[src/rtl/avu_pkg.sv]
package avu_pkg;
  localparam int DATA_W  = 32;
  localparam int MANT_W  = 23;
  localparam int EXP_W   = 8;
  localparam int SHIFT_W = $clog2(DATA_W);
  localparam int HEAD_W  = DATA_W - MANT_W;   // sign + exponent
  localparam int PAD_W   = DATA_W - MANT_W - 1;

  typedef logic [DATA_W-1:0] word_t;
  typedef logic [SHIFT_W-1:0] shift_t;
endpackage

[src/rtl/avu_operand_sel.sv]
module avu_operand_sel
  import avu_pkg::*;
(
  input  word_t in_word,
  input  logic  is_float,
  output word_t operand
);
  always_comb begin
    if (is_float) operand = {{PAD_W{1'b0}}, 1'b1, in_word[MANT_W-1:0]};
    else          operand = in_word;
  end
endmodule

[src/rtl/avu_dc_mask.sv]
module avu_dc_mask #(
  parameter int W = 32,
  parameter int SW = $clog2(W)
) (
  input  logic [W-1:0]  operand,
  input  logic [SW-1:0] shift,
  output logic [W-1:0]  mask
);
  localparam int STAGES = $clog2(W);

  logic [W-1:0] budget;
  logic [W-1:0] smear [0:STAGES];

  assign budget   = operand >> shift;
  assign smear[0] = budget;

  // Leading-one detect by smearing the top set bit downward.
  for (genvar s = 0; s < STAGES; s++) begin : g_smear
    assign smear[s+1] = smear[s] | (smear[s] >> (1 << s));
  end

  // smear holds n ones; the don't-care field is the lowest n-1 of them.
  assign mask = smear[STAGES] >> 1;

  always_comb begin
    a_mask_below_budget_r4: assert (budget == '0 ? mask == '0 : mask < budget);
  end
endmodule

[src/rtl/avu_merge.sv]
module avu_merge
  import avu_pkg::*;
(
  input  word_t in_word,
  input  logic  approx,
  input  logic  is_float,
  input  word_t raw_mask,
  output word_t word_nx,
  output word_t mask_nx
);
  word_t clamped;

  always_comb begin
    if (is_float) clamped = {{HEAD_W{1'b0}}, raw_mask[MANT_W-1:0]};
    else          clamped = raw_mask;
  end

  always_comb begin
    if (!approx) begin
      word_nx = in_word;
      mask_nx = '0;
    end else begin
      word_nx = in_word & ~clamped;
      mask_nx = clamped;
    end
  end
endmodule

[src/rtl/approx_value_unit.sv]
module approx_value_unit
  import avu_pkg::*;
(
  input  logic              clk,
  input  logic              rst_n,
  input  logic              in_valid,
  input  logic [DATA_W-1:0] in_word,
  input  logic              in_approx,
  input  logic              in_is_float,
  input  logic [SHIFT_W-1:0] in_shift,
  output logic              out_valid,
  output logic [DATA_W-1:0] out_word,
  output logic [DATA_W-1:0] out_mask
);
  word_t operand, raw_mask, word_nx, mask_nx;
  word_t word_q, mask_q, word_d, mask_d;
  logic  valid_q;

  avu_operand_sel u_sel (
    .in_word  (in_word),
    .is_float (in_is_float),
    .operand  (operand)
  );

  avu_dc_mask #(.W(DATA_W), .SW(SHIFT_W)) u_mask (
    .operand (operand),
    .shift   (in_shift),
    .mask    (raw_mask)
  );

  avu_merge u_merge (
    .in_word  (in_word),
    .approx   (in_approx),
    .is_float (in_is_float),
    .raw_mask (raw_mask),
    .word_nx  (word_nx),
    .mask_nx  (mask_nx)
  );

  // Next-state with explicit load enable.
  always_comb begin
    word_d = word_q;
    mask_d = mask_q;
    if (in_valid) begin
      word_d = word_nx;
      mask_d = mask_nx;
    end
  end

  always_ff @(posedge clk or negedge rst_n) begin
    if (!rst_n) begin
      valid_q <= 1'b0;
      word_q  <= '0;
      mask_q  <= '0;
    end else begin
      valid_q <= in_valid;
      word_q  <= word_d;
      mask_q  <= mask_d;
    end
  end

  assign out_valid = valid_q;
  assign out_word  = word_q;
  assign out_mask  = mask_q;

  p_bypass_r2: assert property (@(posedge clk) disable iff (!rst_n)
    in_valid && !in_approx |=> out_word == $past(in_word) && out_mask == '0);

  p_cleared_bits_r5: assert property (@(posedge clk) disable iff (!rst_n)
    in_valid |=> (out_word & out_mask) == '0 &&
                 (out_word | out_mask) == ($past(in_word) | out_mask));

  p_float_head_r7: assert property (@(posedge clk) disable iff (!rst_n)
    in_valid && in_is_float |=> out_word[DATA_W-1:MANT_W] == $past(in_word[DATA_W-1:MANT_W])
                                && out_mask[DATA_W-1:MANT_W] == '0);

  p_err_bound_r6: assert property (@(posedge clk) disable iff (!rst_n)
    in_valid && in_approx && !in_is_float |=>
      ($past(in_word) - out_word) <= ($past(in_word) >> $past(in_shift)));

  p_contig_mask_r4: assert property (@(posedge clk) disable iff (!rst_n)
    out_valid |-> ((out_mask + 1'b1) & out_mask) == '0);

  p_hold_r1: assert property (@(posedge clk) disable iff (!rst_n)
    !in_valid |=> $stable(out_word) && $stable(out_mask) && !out_valid);
endmodule

[config.mk]
export PLATFORM = sky130hd
export DESIGN_NAME = approx_value_unit
export DESIGN_NICKNAME = d
export VERILOG_FILES = /design/src/rtl/avu_pkg.sv /design/src/rtl/avu_operand_sel.sv /design/src/rtl/avu_dc_mask.sv /design/src/rtl/avu_merge.sv /design/src/rtl/approx_value_unit.sv
export SDC_FILE = /design/constraint.sdc
export NUM_CORES = 1
export LEC_CHECK = 0
export BUFFER_PORTS_ARGS = -buffer_cell sky130_fd_sc_hd__buf_2
export CELL_PAD_IN_SITES_DETAIL_PLACEMENT = 0
export CELL_PAD_IN_SITES_GLOBAL_PLACEMENT = 1
export CORE_UTILIZATION = 48
export DETAILED_ROUTE_END_ITERATION = 10
export GPL_TIMING_DRIVEN = 0
export MAX_ROUTING_LAYER = met4
export PLACE_DENSITY_LB_ADDON = 0.25
export SETUP_SLACK_MARGIN = 0.1
export SYNTH_ARGS = -nofsm -noshare
export SYNTH_HDL_FRONTEND = slang
export SYNTH_HIERARCHICAL = 1
export SYNTH_SLANG_ARGS = --single-unit
[constraint.sdc]
create_clock -name clk -period 1.8 [get_ports clk]
set_clock_uncertainty 0.2 [all_clocks]
set_input_delay 0.09 -clock clk [delete_from_list [all_inputs] [get_ports clk]]
set_output_delay 0.09 -clock clk [all_outputs]
set_load 0.1 [all_outputs]
==> results of run 1 <==
sequential cells by signal, summed over array words and instances (netlist names):
signal     count
out_valid      1
out_mask      32
out_word      32
worst max-delay path by stage:
stage / depth (start not counted) / to
2_1_floorplan: 11 / out_mask[1]$_DFFE_PN0P_
3_3_place_gp: 11 / out_mask[0]$_DFFE_PN0P_
3_5_place_dp: 11 / out_mask[0]$_DFFE_PN0P_
4_1_cts: 12 / out_mask[1]$_DFFE_PN0P_
5_1_grt: 11 / out_mask[0]$_DFFE_PN0P_
6_report: 11 / out_mask[0]$_DFFE_PN0P_
layer usage:
metal,GRT usage,part of all wire
met2,0.548,0.46
met5,-,0
met4,0.166,0.044
met1,0.441,0.40
met3,0.0893,0.094
repair_timing:
action	in CTS	in global routing
endpoints found under the hold margin	96	65
gates cloned	2	0
setup endpoints to repair	55	56
buffers inserted	42	13
hold buffers	31	1
gates resized for setup	133	48
pin swaps	32	17
per-stage QoR:
stage                     cell area [um^2]  utilization  power (W)  cells  setup TNS (ns)
after floorplan                       6130            -    0.00389    581          -28.52
after global placement                6860        0.569    0.00446    853          -80.78
after detailed placement              6860        0.569    0.00448    853          -78.25
after CTS                             8370        0.694    0.00666    942          -30.41
after global routing                  8630        0.716    0.00700    953          -37.39
final                                 8630        0.716    0.00680    953          -34.30
critical path, delay by kind of cell:
kind / cells / cell delay, ns
compound gates: 2 / 0.64
buf+inv: 2 / 0.22
mux: 2 / 0.80
simple gates: 5 / 0.96
cells in the final DEF, fill, tap and decap left out, drive strengths merged, types with 13 or more instances in the layout:
cell type / instances
buf: 205
mux2: 80
dfrtp: 65
nor2b: 42
and2: 36
dlygate4sd3: 32
mux2i: 32
nand2: 30
clkbuf: 24
nor2: 23
a21oi: 22
mux4: 20
nor3: 16
nand3: 14
o21ai: 13
power by group:
group	total [W]	internal [W]	switching, W
logic	0.00331	0.00116	0.00215
registers	0.00170	0.00161	0.0000892
clock network	0.00179	0.00111	0.000678
total	0.00680	0.00388	0.00292
layout make-up:
type,count,share of cell area
plain buffers,60,0.0710
clock buffers,10,0.0277
clock inverters,6,0.00782
inverters,9,0.00464
multi-input cells,444,0.517
flip-flops and latches,65,0.188
well taps,168,0.0243
repair buffers,191,0.159
==> results.toml, run 1 <==
[min_path]
min_to = "out_word[31]$_DFFE_PN0P_"
hold_path.class = "input pin to register"
hold_depth = 3
hp-start = "in_word[31]"

[detailed_routing]
route.final.wire_length_um = 22300
final_antenna_net_count = 0
drc_errors = 0
vias = 5834
dr.pass1.iters = 5
vias_per_cell = 6.12
dr.first_iter.drc_count = 628
drt-wirelength-per-cell_um = 23.4

[power_and_ir_drop]
powerDensity_nw_per_um2 = 788
peakVddDrop_v = 0.000514
p_leak_nw = 3.92

[layout]
final_layout_size_suffix_gt1_frac = 0.586
syn_to_final_growth_pct = 45.0
seqCellArea_um2 = 1630
fillCellCount = 850
antenna_cells = 0
nets = 822
multi_input_area_um2 = 4470

[sta]
period_minus_slack_ns = 2.69
drv_slew = 0
finalSetupViolations = 52
rsz0062_at_grt = "true"
relSlewSlack = 0.449
hold_viol_final = 0
setup_ws_ns = -0.890
hold_ws_ns = 0.0226
worst_slew_pin_slew_ns = 0.827
post-route-period-util = 1.49
max_freq_mhz = 372

[worst_setup_path]
worst_path_largest_cell_delay_ns = 0.55
endpoint_kind = "register"
crit_type = "input pin to register"
startpoint = "in_shift[0]"
start_kind = "input pin"
critPathSlowestCell = "mux4_2"
worst-r2r-cell-count = 1
r2r_slack_ns = 0.79
cp_max_fo = 7
reg2reg_to = "out_mask[5]$_DFFE_PN0P_"
cp_cell_sequence = "buf_8, buf_12, mux4_2, and3_4, a31oi_1, nand4_1, a2111o_1, nor4_2, nand3_2, and2_4, mux2_4"
arrival_ns = 2.70
cp.required_ns = 1.81
timing.rr.start = "out_mask[5]$_DFFE_PN0P_"

[cts]
htreeDepth = 3
cts.clk_slew.worst_paths_ns = 0.06
cts_buffers = 9
cts_sinks = 65
cts.path.max_buffers = 2
tritoncts = "built"
clk_latency_ns = 0.34
cts_root_buf = "clkbuf_16"

[job]
cap_violations = 0

[place]
place_ws_ns = -1.77
portBuffers = 104
gp_congestion = 1.03
dp_hpwl_um = 15500

[global_routing]
grt_pass1_vias = 5706
grtUsageTotal = 0.356
gr-total-overflow = 0
grt_start_max_net_pins = 66
antenna_found_initial = 0
grt_pass1_wl_um = 33100

[floorplan]
core_region_area_um2 = 12100
die-area_um2 = 12900
start_util = 0.494
die_height_um = 113
io_pins = 107
die_x_um = 113
num_rows = 40

[outcome]
outcome = "finished with violations"
violations = "negative setup slack"

[synthesis]
avgSynthCellArea_um2 = 10.3
syn_area_um2 = 5960
synth_warnings = 6
syn_nets = 623
syn_inst = 581
Note: power is estimated with default switching activity, not from simulation.
==> run 2: changes to the inputs <==
--- a/config.mk
+++ b/config.mk
@@ -13,6 +13,7 @@
 export GPL_TIMING_DRIVEN = 0
 export MAX_ROUTING_LAYER = met4
 export PLACE_DENSITY_LB_ADDON = 0.25
+export RECOVER_POWER = 100
 export SETUP_SLACK_MARGIN = 0.1
 export SYNTH_ARGS = -nofsm -noshare
 export SYNTH_HDL_FRONTEND = slang
==> run 2 against run 1 <==
Net effect:
- the run still ends with negative setup slack left
- sequential share of layout area about the same
- total power fell by 0.13%
- critical path type unchanged
- utilization is 0.10 points lower
==> results.toml, run 2 (synthesis gave the netlist of run 1 again) <==
[outcome]
outcome = "finished with violations"
violations = "negative setup slack"

[min_path]
hold_path.class = "input pin to register"
min_to = "out_word[31]$_DFFE_PN0P_"
hp-start = "in_word[31]"
hold_depth = 3

[global_routing]
grt_start_max_net_pins = 66
grt_pass1_wl_um = 33100
gr-total-overflow = 0
grt_pass1_vias = 5706
grtUsageTotal = 0.356
antenna_found_initial = 0

[sta]
rsz0062_at_grt = "true"
drv_slew = 0
worst_slew_pin_slew_ns = 0.904
period_minus_slack_ns = 2.74
finalSetupViolations = 53
hold_viol_final = 0
max_freq_mhz = 365
setup_ws_ns = -0.937
tns_ns = -35.44
relSlewSlack = 0.398
post-route-period-util = 1.52

[cts]
cts_buffers = 9
cts_root_buf = "clkbuf_16"
htreeDepth = 3
cts_sinks = 65
cts.clk_slew.worst_paths_ns = 0.06
tritoncts = "built"
cts.path.max_buffers = 2
clk_latency_ns = 0.33

[power_and_ir_drop]
total_power_w = 0.00679
p_leak_nw = 3.89
peakVddDrop_v = 0.000514
powerDensity_nw_per_um2 = 788

[layout]
nets = 822
seqCellArea_um2 = 1630
antenna_cells = 0
syn_to_final_growth_pct = 44.8
multi_input_area_um2 = 4450
final_common_cell = "clkbuf_2"
fillCellCount = 854
final_cells = 953
most-common-layout-cells = "75 x clkbuf_2, 65 x dfrtp_1, 64 x mux2_4"
final_layout_size_suffix_gt1_frac = 0.583

[floorplan]
io_pins = 107
die_x_um = 113
core_region_area_um2 = 12100
die_height_um = 113
num_rows = 40
start_util = 0.494
die-area_um2 = 12900

[worst_setup_path]
critPathBufInv = 2
timing.rr.start = "out_word[9]$_DFFE_PN0P_"
arrival_ns = 2.75
worst_path_largest_cell_delay_ns = 0.55
crit_family = "simple AND/OR/NAND/NOR gates"
endpoint_kind = "register"
cp_cell_sequence = "buf_8, buf_12, mux4_2, and3_4, a31oi_1, nand4_1, a2111o_1, nor4_2, nand3_2, and2_4, mux2_4"
cp.required_ns = 1.81
critPathSlowestCell = "mux4_2"
worst-r2r-cell-count = 1
reg2reg_to = "out_word[9]$_DFFE_PN0P_"
crit_type = "input pin to register"
r2r_slack_ns = 0.79
start_kind = "input pin"
cp_max_fo = 7

[job]
cap_violations = 0

[detailed_routing]
drc_errors = 0
dr.pass1.iters = 5
vias = 5880
dr.first_iter.drc_count = 678
drt-wirelength-per-cell_um = 23.5
final_antenna_net_count = 0
route.final.wire_length_um = 22400
vias_per_cell = 6.17

[place]
dp_hpwl_um = 15500
gp_congestion = 1.03
place_ws_ns = -1.77
dp_cells = 853
portBuffers = 104
-- run 2: cell count changes in the layout (fill, tap and decap cells not counted) --
cell	change
buf_2	-67
buf_4	-2
nor3_1	+1
nor3_4	-1
clkbuf_2	+66
and2_1	-1
clkbuf_1	+1
a21boi_0	+3
a21boi_1	-3
and2_0	+1
clkbuf_4	+2
-- run 2: worst max-delay path by stage --
| stage | start | depth (start not counted) | endpoint |
|---|---|---|---|
| 6_report | in_shift[0] | 11 | out_mask[0]$_DFFE_PN0P_ |
| 5_1_grt | in_shift[0] | 11 | out_mask[0]$_DFFE_PN0P_ |
| 4_1_cts | in_shift[0] | 12 | out_mask[1]$_DFFE_PN0P_ |
| 3_5_place_dp | in_is_float | 11 | out_mask[0]$_DFFE_PN0P_ |
| 3_3_place_gp | in_is_float | 11 | out_mask[0]$_DFFE_PN0P_ |
| 2_1_floorplan | in_shift[0] | 11 | out_mask[1]$_DFFE_PN0P_ |
-- run 2: worst min-delay path, cell delays in order --
cell      delay [ns]
buf_2           0.10
a21boi_1        0.16
mux2_2          0.17
-- run 2: layout make-up --
| cell class | count | share of cell area |
|---|---|---|
| Clock inverter | 6 | 0.00784 |
| Buffer | 60 | 0.0711 |
| Multi-Input combinational cell | 444 | 0.517 |
| Clock buffer | 10 | 0.0277 |
| Timing Repair Buffer | 191 | 0.159 |
| Inverter | 9 | 0.00464 |
| Tap cell | 168 | 0.0244 |
| Sequential cell | 65 | 0.189 |
-- run 2: timing repair --
item,4_1_cts,5_1_grt
hold endpoints to repair,96,65
setup endpoints to repair,55,56
setup buffers,42,13
pin swaps,32,17
resized for setup,133,48
gates cloned,2,0
hold buffers,31,1
-- run 2: through the flow --
| stage | utilization | hold slack [ns] | instance area (um^2) |
|---|---|---|---|
| after floorplan | - | -0.406 | 6130 |
| after global placement | 0.569 | 0.0236 | 6860 |
| after detailed placement | 0.569 | 0.0350 | 6860 |
| after CTS | 0.694 | -0.0609 | 8370 |
| after global routing | 0.715 | 0.0384 | 8620 |
| final | 0.715 | 0.0198 | 8620 |
-- run 2: per-layer routing --
metal | wire, um | track usage
met3 | 2210 | 0.0893
met4 | 973 | 0.166
met2 | 10400 | 0.548
met5 | 0 | -
met1 | 8850 | 0.441
-- run 2: where the power goes --
| part | leakage (nW) | switching (W) | internal, W |
|---|---|---|---|
| clock network | 0.145 | 0.000673 | 0.00111 |
| logic | 2.94 | 0.00215 | 0.00116 |
| registers | 0.814 | 0.0000947 | 0.00161 |
| total | 3.89 | 0.00292 | 0.00388 |
